## config.mk

```make
export PLATFORM = sky130hd
export DESIGN_NAME = ticket_counter
export DESIGN_NICKNAME = d
export VERILOG_FILES = /design/src/rtl/tc_pkg.sv /design/src/rtl/tc_digit.sv /design/src/rtl/tc_seg_encoder.sv /design/src/rtl/ticket_counter.sv
export SDC_FILE = /design/constraint.sdc
export NUM_CORES = 1
export LEC_CHECK = 0
export BUFFER_PORTS_ARGS = -buffer_cell sky130_fd_sc_hd__buf_4
export CAP_MARGIN = 0
export CORE_ASPECT_RATIO = 1.5
export CORE_MARGIN = 5
export CORE_UTILIZATION = 53
export DETAILED_ROUTE_END_ITERATION = 7
export PLACE_DENSITY = 0.78
export SLEW_MARGIN = 20
export SYNTH_ARGS = -nofsm -noshare
export SYNTH_HDL_FRONTEND = slang
export SYNTH_SLANG_ARGS = --single-unit
```

## constraint.sdc

```tcl
create_clock -name clk -period 3.1 [get_ports clk]
set_input_delay 0.155 -clock clk [delete_from_list [all_inputs] [get_ports clk]]
set_output_delay 0.155 -clock clk [all_outputs]
set_load 0.05 [all_outputs]
```

## src/rtl/tc_pkg.sv

```systemverilog
// Package: shared widths, digit and segment types, and the BCD to
// 7-segment mapping used by the ticket counter.
// Assumes segment bit 0 is segment a and bit 6 is segment g, active high.
package tc_pkg;

    localparam int unsigned BCD_W = 4;
    localparam int unsigned SEG_W = 7;

    typedef logic [BCD_W-1:0] bcd_t;
    typedef logic [SEG_W-1:0] seg_t;

    // Map one BCD code to its glyph; codes above nine blank the digit.
    function automatic seg_t bcd_to_seg(input bcd_t code);
        seg_t pat;
        unique case (code)
            4'd0:    pat = 7'h3F;
            4'd1:    pat = 7'h06;
            4'd2:    pat = 7'h5B;
            4'd3:    pat = 7'h4F;
            4'd4:    pat = 7'h66;
            4'd5:    pat = 7'h6D;
            4'd6:    pat = 7'h7D;
            4'd7:    pat = 7'h07;
            4'd8:    pat = 7'h7F;
            4'd9:    pat = 7'h6F;
            default: pat = '0;
        endcase
        return pat;
    endfunction

endpackage

```

## src/rtl/tc_digit.sv

```systemverilog
// Module: tc_digit
// One decimal digit register. It steps up by one when step_i is high and
// returns to zero after TOP, raising roll_o in the cycle that wraps.
// Assumes step_i is a one-cycle enable and clr_i is synchronous.
module tc_digit
    import tc_pkg::*;
#(
    parameter int unsigned TOP = 9
) (
    input  logic clk,
    input  logic rst_n,
    input  logic clr_i,
    input  logic step_i,
    output bcd_t val_o,
    output logic roll_o
);

    localparam bcd_t TOP_V = bcd_t'(TOP);

    bcd_t val_q;

    // Wrap indication: a step taken while sitting at the top value.
    assign roll_o = step_i && (val_q == TOP_V);
    assign val_o  = val_q;

    // Digit register: reset, then clear, then step.
    always_ff @(posedge clk) begin
        if (!rst_n) begin
            val_q <= '0;
        end else if (clr_i) begin
            val_q <= '0;
        end else if (step_i) begin
            val_q <= (val_q == TOP_V) ? '0 : val_q + 1'b1;
        end
    end

    // digit never leaves 0..TOP
    assert_digit_range_R4: assert property (@(posedge clk) disable iff (!rst_n)
        val_q <= TOP_V);

    // a wrap lands on zero in the next cycle
    assert_digit_wrap_zero_R4: assert property (@(posedge clk) disable iff (!rst_n)
        (roll_o && !clr_i) |=> (val_q == '0));

endmodule

```

## src/rtl/tc_seg_encoder.sv

```systemverilog
// Module: tc_seg_encoder
// Turns one BCD digit into an active-high 7-segment pattern.
// Assumes bit 0 is segment a; codes above nine blank the display.
module tc_seg_encoder
    import tc_pkg::*;
(
    input  bcd_t digit_i,
    output seg_t seg_o
);

    // Pure lookup: glyph for the present digit.
    always_comb begin
        seg_o = bcd_to_seg(digit_i);
    end

endmodule

```

## src/rtl/ticket_counter.sv

```systemverilog
// Module: ticket_counter
// Two-digit decimal counter that saturates at LIMIT_TENS*10+LIMIT_ONES
// (80 by default), with synchronous clear and per-digit 7-segment outputs.
// Assumes adv is a one-cycle enable sampled on the rising edge and that
// clear beats advance; reset (active low, synchronous) beats both.
module ticket_counter
    import tc_pkg::*;
#(
    parameter int unsigned LIMIT_TENS = 8,
    parameter int unsigned LIMIT_ONES = 0
) (
    input  logic             clk,
    input  logic             rst_n,
    input  logic             clr,
    input  logic             adv,
    output logic [BCD_W-1:0] ones_bcd,
    output logic [BCD_W-1:0] tens_bcd,
    output logic [SEG_W-1:0] ones_seg,
    output logic [SEG_W-1:0] tens_seg,
    output logic             at_max
);

    localparam int unsigned NUM_DIG = 2;
    localparam bcd_t        LIM_T   = bcd_t'(LIMIT_TENS);
    localparam bcd_t        LIM_O   = bcd_t'(LIMIT_ONES);
    localparam int unsigned VAL_W   = 8;

    bcd_t       dig   [NUM_DIG];
    seg_t       seg   [NUM_DIG];
    logic       roll  [NUM_DIG];
    logic       step  [NUM_DIG];
    logic       sat;
    logic [VAL_W-1:0] value;

    // Saturation detect: count sits on the limit value.
    assign sat = (dig[1] == LIM_T) && (dig[0] == LIM_O);

    // Step chain: ones takes advances below the limit, tens takes the wrap.
    always_comb begin
        step[0] = adv && !sat;
        step[1] = roll[0];
    end

    tc_digit #(.TOP(9)) u_ones (
        .clk    (clk),
        .rst_n  (rst_n),
        .clr_i  (clr),
        .step_i (step[0]),
        .val_o  (dig[0]),
        .roll_o (roll[0])
    );

    tc_digit #(.TOP(9)) u_tens (
        .clk    (clk),
        .rst_n  (rst_n),
        .clr_i  (clr),
        .step_i (step[1]),
        .val_o  (dig[1]),
        .roll_o (roll[1])
    );

    // One glyph encoder per digit.
    for (genvar g = 0; g < NUM_DIG; g++) begin : g_enc
        tc_seg_encoder u_enc (
            .digit_i (dig[g]),
            .seg_o   (seg[g])
        );
    end

    // Decimal value of the count, used by the checks below.
    assign value = (VAL_W'(dig[1]) * VAL_W'(10)) + VAL_W'(dig[0]);

    assign ones_bcd = dig[0];
    assign tens_bcd = dig[1];
    assign ones_seg = seg[0];
    assign tens_seg = seg[1];
    assign at_max   = sat;

    // a sampled reset yields 00
    assert_reset_zero_R1: assert property (@(posedge clk)
        !rst_n |=> (value == '0));

    // idle edge keeps the count
    assert_idle_hold_R2: assert property (@(posedge clk) disable iff (!rst_n)
        (!clr && !adv) |=> $stable(value));

    // an accepted advance adds exactly one
    assert_single_step_R3: assert property (@(posedge clk) disable iff (!rst_n)
        (!clr && adv && !sat) |=> (value == $past(value) + VAL_W'(1)));

    // tens digit capped and never wraps
    assert_tens_cap_R5: assert property (@(posedge clk) disable iff (!rst_n)
        (dig[1] <= LIM_T) && !roll[1]);

    // advances at the limit are ignored
    assert_no_overflow_R5: assert property (@(posedge clk) disable iff (!rst_n)
        (sat && !clr) |=> (value == $past(value)));

    // clear lands on 00 whatever else is asserted
    assert_clear_zero_R6: assert property (@(posedge clk) disable iff (!rst_n)
        clr |=> (value == '0));

endmodule

```

==> flow_summary_export.csv <==
group,metric,value,unit
status,run_status,"completed",
clock_tree,worst_setup_hold_path_clk_slew,0.12,ns
worst_setup_path,reg2reg_setup_slack,0.30,ns
hold_path,whs_path_depth,3,
power_and_ir_drop,clock_share_of_power,30.9,%
drt,via_per_inst,5.55,
hold_path,min_delay_worst_endpoint,"g_enc[1].u_enc.seg_o[6]$_DFF_P_",
sta,period_share,90.4,%
die,die_y,70.9,um
power_and_ir_drop,vdd.ir_drop.worst,198,uV
logic_synthesis,postSynth.asyncResetShare,0,%
global_routing,maximum_number_of_pins_on_one_net_before_global_route_repair,13,
power_and_ir_drop,total_switching_power,0.000121,W
global_routing,grt_first_pass_wirelength,4330,um
clock_tree,cts-hold-fix-buffers,0,
finish,share_of_the_core_filled_with_cells,64.2,%
power_and_ir_drop,seq_power_share,57.9,%
logic_synthesis,post-synth-top-area-fraction,33.7,%
finish,fill_cells,213,
sta,finalSetupViolations,0,
worst_setup_path,critPathLaunchType,"flip-flop",
logic_synthesis,syn_avg_cell_area,9.35,um2
global_routing,groute.usage.overall,15.0,%
worst_setup_path,critical_path_class,"reg2reg",
clock_tree,post-cts-setup-buffer-count,0,
clock_tree,clock_tree_from_tritoncts,"done",
finish,fin_nets,185,
die,start_util,54.0,%
die,chipWidth,50.6,um
sta,worst_slew_pin_slew,0.515,ns
logic_synthesis,mappedNetlistArea,1310,um2
placement,port_buffers,26,
sta,hold-worst-slack,0.201,ns
logic_synthesis,synthDominantAreaCellType,"sky130_fd_sc_hd__dfxtp_1",
logic_synthesis,yosys_most_used_dff,"sky130_fd_sc_hd__dfxtp_1",
sta,report.final.slew_viol_count,0,
placement,place_hpwl,2090,um
die,row_count,22,
global_routing,first_global_vias,999,
logic_synthesis,synthMostInstantiatedCell,"sky130_fd_sc_hd__dfxtp_1",
clock_tree,clock_sink_count,22,
placement,gp_congestion,0.855,
placement,dp_worst_setup_slack,0.310,ns
sta,grt_setup_unrepaired,"false",
logic_synthesis,yosys_register_bits,22,
sta,maxClockFrequency,0.357,GHz
die,die-area,3580,um2
clock_tree,h-tree-depth,1,
logic_synthesis,synth_commonest_cells,"sky130_fd_sc_hd__dfxtp_1, sky130_fd_sc_hd__ha_1, sky130_fd_sc_hd__inv_1",
drt,routed_wire_length_per_instance,13.9,um
logic_synthesis,ys_seq_area_share,33.7,%
drt,number_of_design_rule_violations_left_after_detail_routing,0,
logic_synthesis,synthTopCellsByArea,"sky130_fd_sc_hd__dfxtp_1, sky130_fd_sc_hd__ha_1, sky130_fd_sc_hd__mux2i_1, sky130_fd_sc_hd__inv_1, sky130_fd_sc_hd__nor2_1",
sta,timing.final.ws_setup,0.297,ns
drt,postRouteWirelength,2620,um
clock_tree,cts_inserted_buffers,3,
drt,drt_iter0_drc,25,
power_and_ir_drop,switching_share,24.2,%
clock_tree,clock-root-buffer,"sky130_fd_sc_hd__clkbuf_4",
finish,antenna_cell_count,0,
global_routing,antenna_violations_before_repair,0,
power_and_ir_drop,leakagePower,0.703,nW
logic_synthesis,synthCells,140,
sta,relSlewSlack,65.6,%
clock_tree,clock_tree.buffer_depth,2,
global_routing,grt_remaining_overflow,0,
sta,period_minus_ws_final,2.80,ns
worst_setup_path,setup.worst_path.end_class,"flip-flop",
drt,drt_first_pass_iters,4,
sta,finalHoldViolations,0,
finish,area.growth.synth_to_final,18.7,%
clock_tree,worst_skew_pair.late_latency,0.30,ns
worst_setup_path,rr_worst_depth,11,
drt,antenna_violating_nets_left,0,
logic_synthesis,synth_fp_nets,159,
power_and_ir_drop,power.density_cell_area,321,nW/um2
hold_path,hp-start,"clr",
logic_synthesis,synth-warning-count,0,
power_and_ir_drop,cell_internal_power,0.000379,W
worst_setup_path,worst_reg2reg_path_endpoint,"g_enc[0].u_enc.seg_o[3]$_DFF_P_",
worst_setup_path,crit_required,3.34,ns
die,core-area,2420,um2
worst_setup_path,r2r-start,"u_ones.val_o[1]$_SDFFE_PP0N_",
finish,footprint_of_the_multi_input_gates,803,um2
power_and_ir_drop,comb_power_share,11.2,%
sta,worst_clock_skew,0.00235,ns
logic_synthesis,synth_edf_count,0,
job,max_cap_viol_count,0,
sta,setup_total_negative_slack,0,ns
worst_setup_path,timing.critical_path.arrival,3.04,ns
logic_synthesis,synth.distinct_cells,42,
power_and_ir_drop,total_power,0.000499,W
die,boundaryPins,27,
drt,routed-via-count,1049,
finish,layout-drive-gt1-share,27.9,%
hold_path,min-delay-path-class,"in2reg",
finish,final-seq-area,440,um2
worst_setup_path,worst_path_max_fanout,5,
-- power by group through the flow --
stage | Sequential, W | Clock (W) | Combinational [W]
after floorplan | 0.000311 | 0 | 0.0000243
after CTS | 0.000289 | 0.000158 | 0.0000554
after detailed placement | 0.000296 | 0 | 0.0000552
after global routing | 0.000290 | 0.000175 | 0.0000601
after global placement | 0.000296 | 0 | 0.0000539
final | 0.000289 | 0.000154 | 0.0000557
-- critical path, cell delays in order (launching register included) --
cell and delay [ns]:
sky130_fd_sc_hd__dfxtp_1 0.37, sky130_fd_sc_hd__inv_1 0.10, sky130_fd_sc_hd__ha_1 0.14, sky130_fd_sc_hd__or4b_4 0.50, sky130_fd_sc_hd__o31ai_4 0.26, sky130_fd_sc_hd__mux2i_2 0.34, sky130_fd_sc_hd__nor2_1 0.13, sky130_fd_sc_hd__inv_1 0.13
sky130_fd_sc_hd__ha_1 0.23, sky130_fd_sc_hd__nor3_1 0.22, sky130_fd_sc_hd__o21ba_2 0.19, sky130_fd_sc_hd__o21ai_0 0.12
-- logic make-up after synthesis --
| group | share of synthesized area, % |
|---|---|
| buffers and inverters | 5.26 |
| muxes | 7.65 |
| AOI/OAI and AO/OA | 19.1 |
| adders and majority gates | 14.3 |
| and+or+nand+nor | 18.0 |
| DFF | 33.7 |
| xor gates and xnor gates | 2.01 |
-- metrics by stage --
step | cells | area, um2
global placement | 185 | 1510
finish | 189 | 1550
detailed placement | 185 | 1510
CTS | 189 | 1550
floorplan | 140 | 1310
global route | 189 | 1550
-- worst max-delay path by stage --
stage / cells past startpoint / slack (ns) / startpoint / end
after floorplan: 11 / 0.31 / u_ones.val_o[1]$_SDFFE_PP0N_ / g_enc[0].u_enc.seg_o[3]$_DFF_P_
after global placement: 11 / 0.41 / u_ones.val_o[0]$_SDFFE_PP0N_ / g_enc[0].u_enc.seg_o[3]$_DFF_P_
after detailed placement: 11 / 0.31 / u_ones.val_o[1]$_SDFFE_PP0N_ / g_enc[0].u_enc.seg_o[3]$_DFF_P_
after CTS: 11 / 0.27 / u_ones.val_o[1]$_SDFFE_PP0N_ / g_enc[0].u_enc.seg_o[3]$_DFF_P_
after global routing: 11 / 0.02 / u_ones.val_o[1]$_SDFFE_PP0N_ / g_enc[0].u_enc.seg_o[3]$_DFF_P_
final: 11 / 0.30 / u_ones.val_o[1]$_SDFFE_PP0N_ / g_enc[0].u_enc.seg_o[3]$_DFF_P_
-- placed cells by master, fill, tap and decap left out, types with 2 or more instances in the layout --
cell | Yosys | layout
sky130_fd_sc_hd__and2_1 | 2 | 2
sky130_fd_sc_hd__xnor2_1 | 2 | 2
sky130_fd_sc_hd__a21o_1 | 3 | 3
sky130_fd_sc_hd__mux2i_1 | 7 | 6
sky130_fd_sc_hd__a21oi_1 | 6 | 6
sky130_fd_sc_hd__a311oi_1 | 2 | 2
sky130_fd_sc_hd__nand2b_1 | 4 | 4
sky130_fd_sc_hd__nor2_4 | 2 | 2
sky130_fd_sc_hd__o21ai_0 | 5 | 5
sky130_fd_sc_hd__nor3_1 | 5 | 5
sky130_fd_sc_hd__dfxtp_1 | 22 | 22
sky130_fd_sc_hd__nand2_1 | 8 | 8
sky130_fd_sc_hd__nor2_1 | 10 | 10
sky130_fd_sc_hd__inv_1 | 13 | 13
sky130_fd_sc_hd__nand3_1 | 4 | 4
sky130_fd_sc_hd__a31o_2 | 2 | 2
sky130_fd_sc_hd__ha_1 | 15 | 15
sky130_fd_sc_hd__mux2_4 | 2 | 2
sky130_fd_sc_hd__buf_4 | 0 | 26
sky130_fd_sc_hd__clkbuf_4 | 0 | 3
-- repair_timing --
item | in CTS | in global routing
gates resized for setup | 0 | 1
hold endpoints to repair | 0 | 0
setup endpoints to repair | 0 | 1
-- sequential cells by signal, summed over array words and instances, names as in the netlist --
register and flops:
u_tens.val_o 4, g_enc.u_enc.seg_o 14, u_ones.val_o 4
-- layout make-up --
class | instances | area share, %
timing repair buffer | 26 | 12.6
multi-input combinational | 100 | 51.7
tap | 24 | 1.93
sequential | 22 | 28.3
inverter | 13 | 3.14
clock buffer | 4 | 2.33
-- metal layers --
metal	track usage (%)	share of wire (%)	vias to the layer above	wire, um
li1	-	-	533	-
met1	15.6	39	495	1030
met2	29.0	57	19	1480
met3	2.74	3.4	2	89
met4	4.26	0.80	0	21
met5	0	0	-	0
Note: power is estimated with default switching activity, not from simulation.
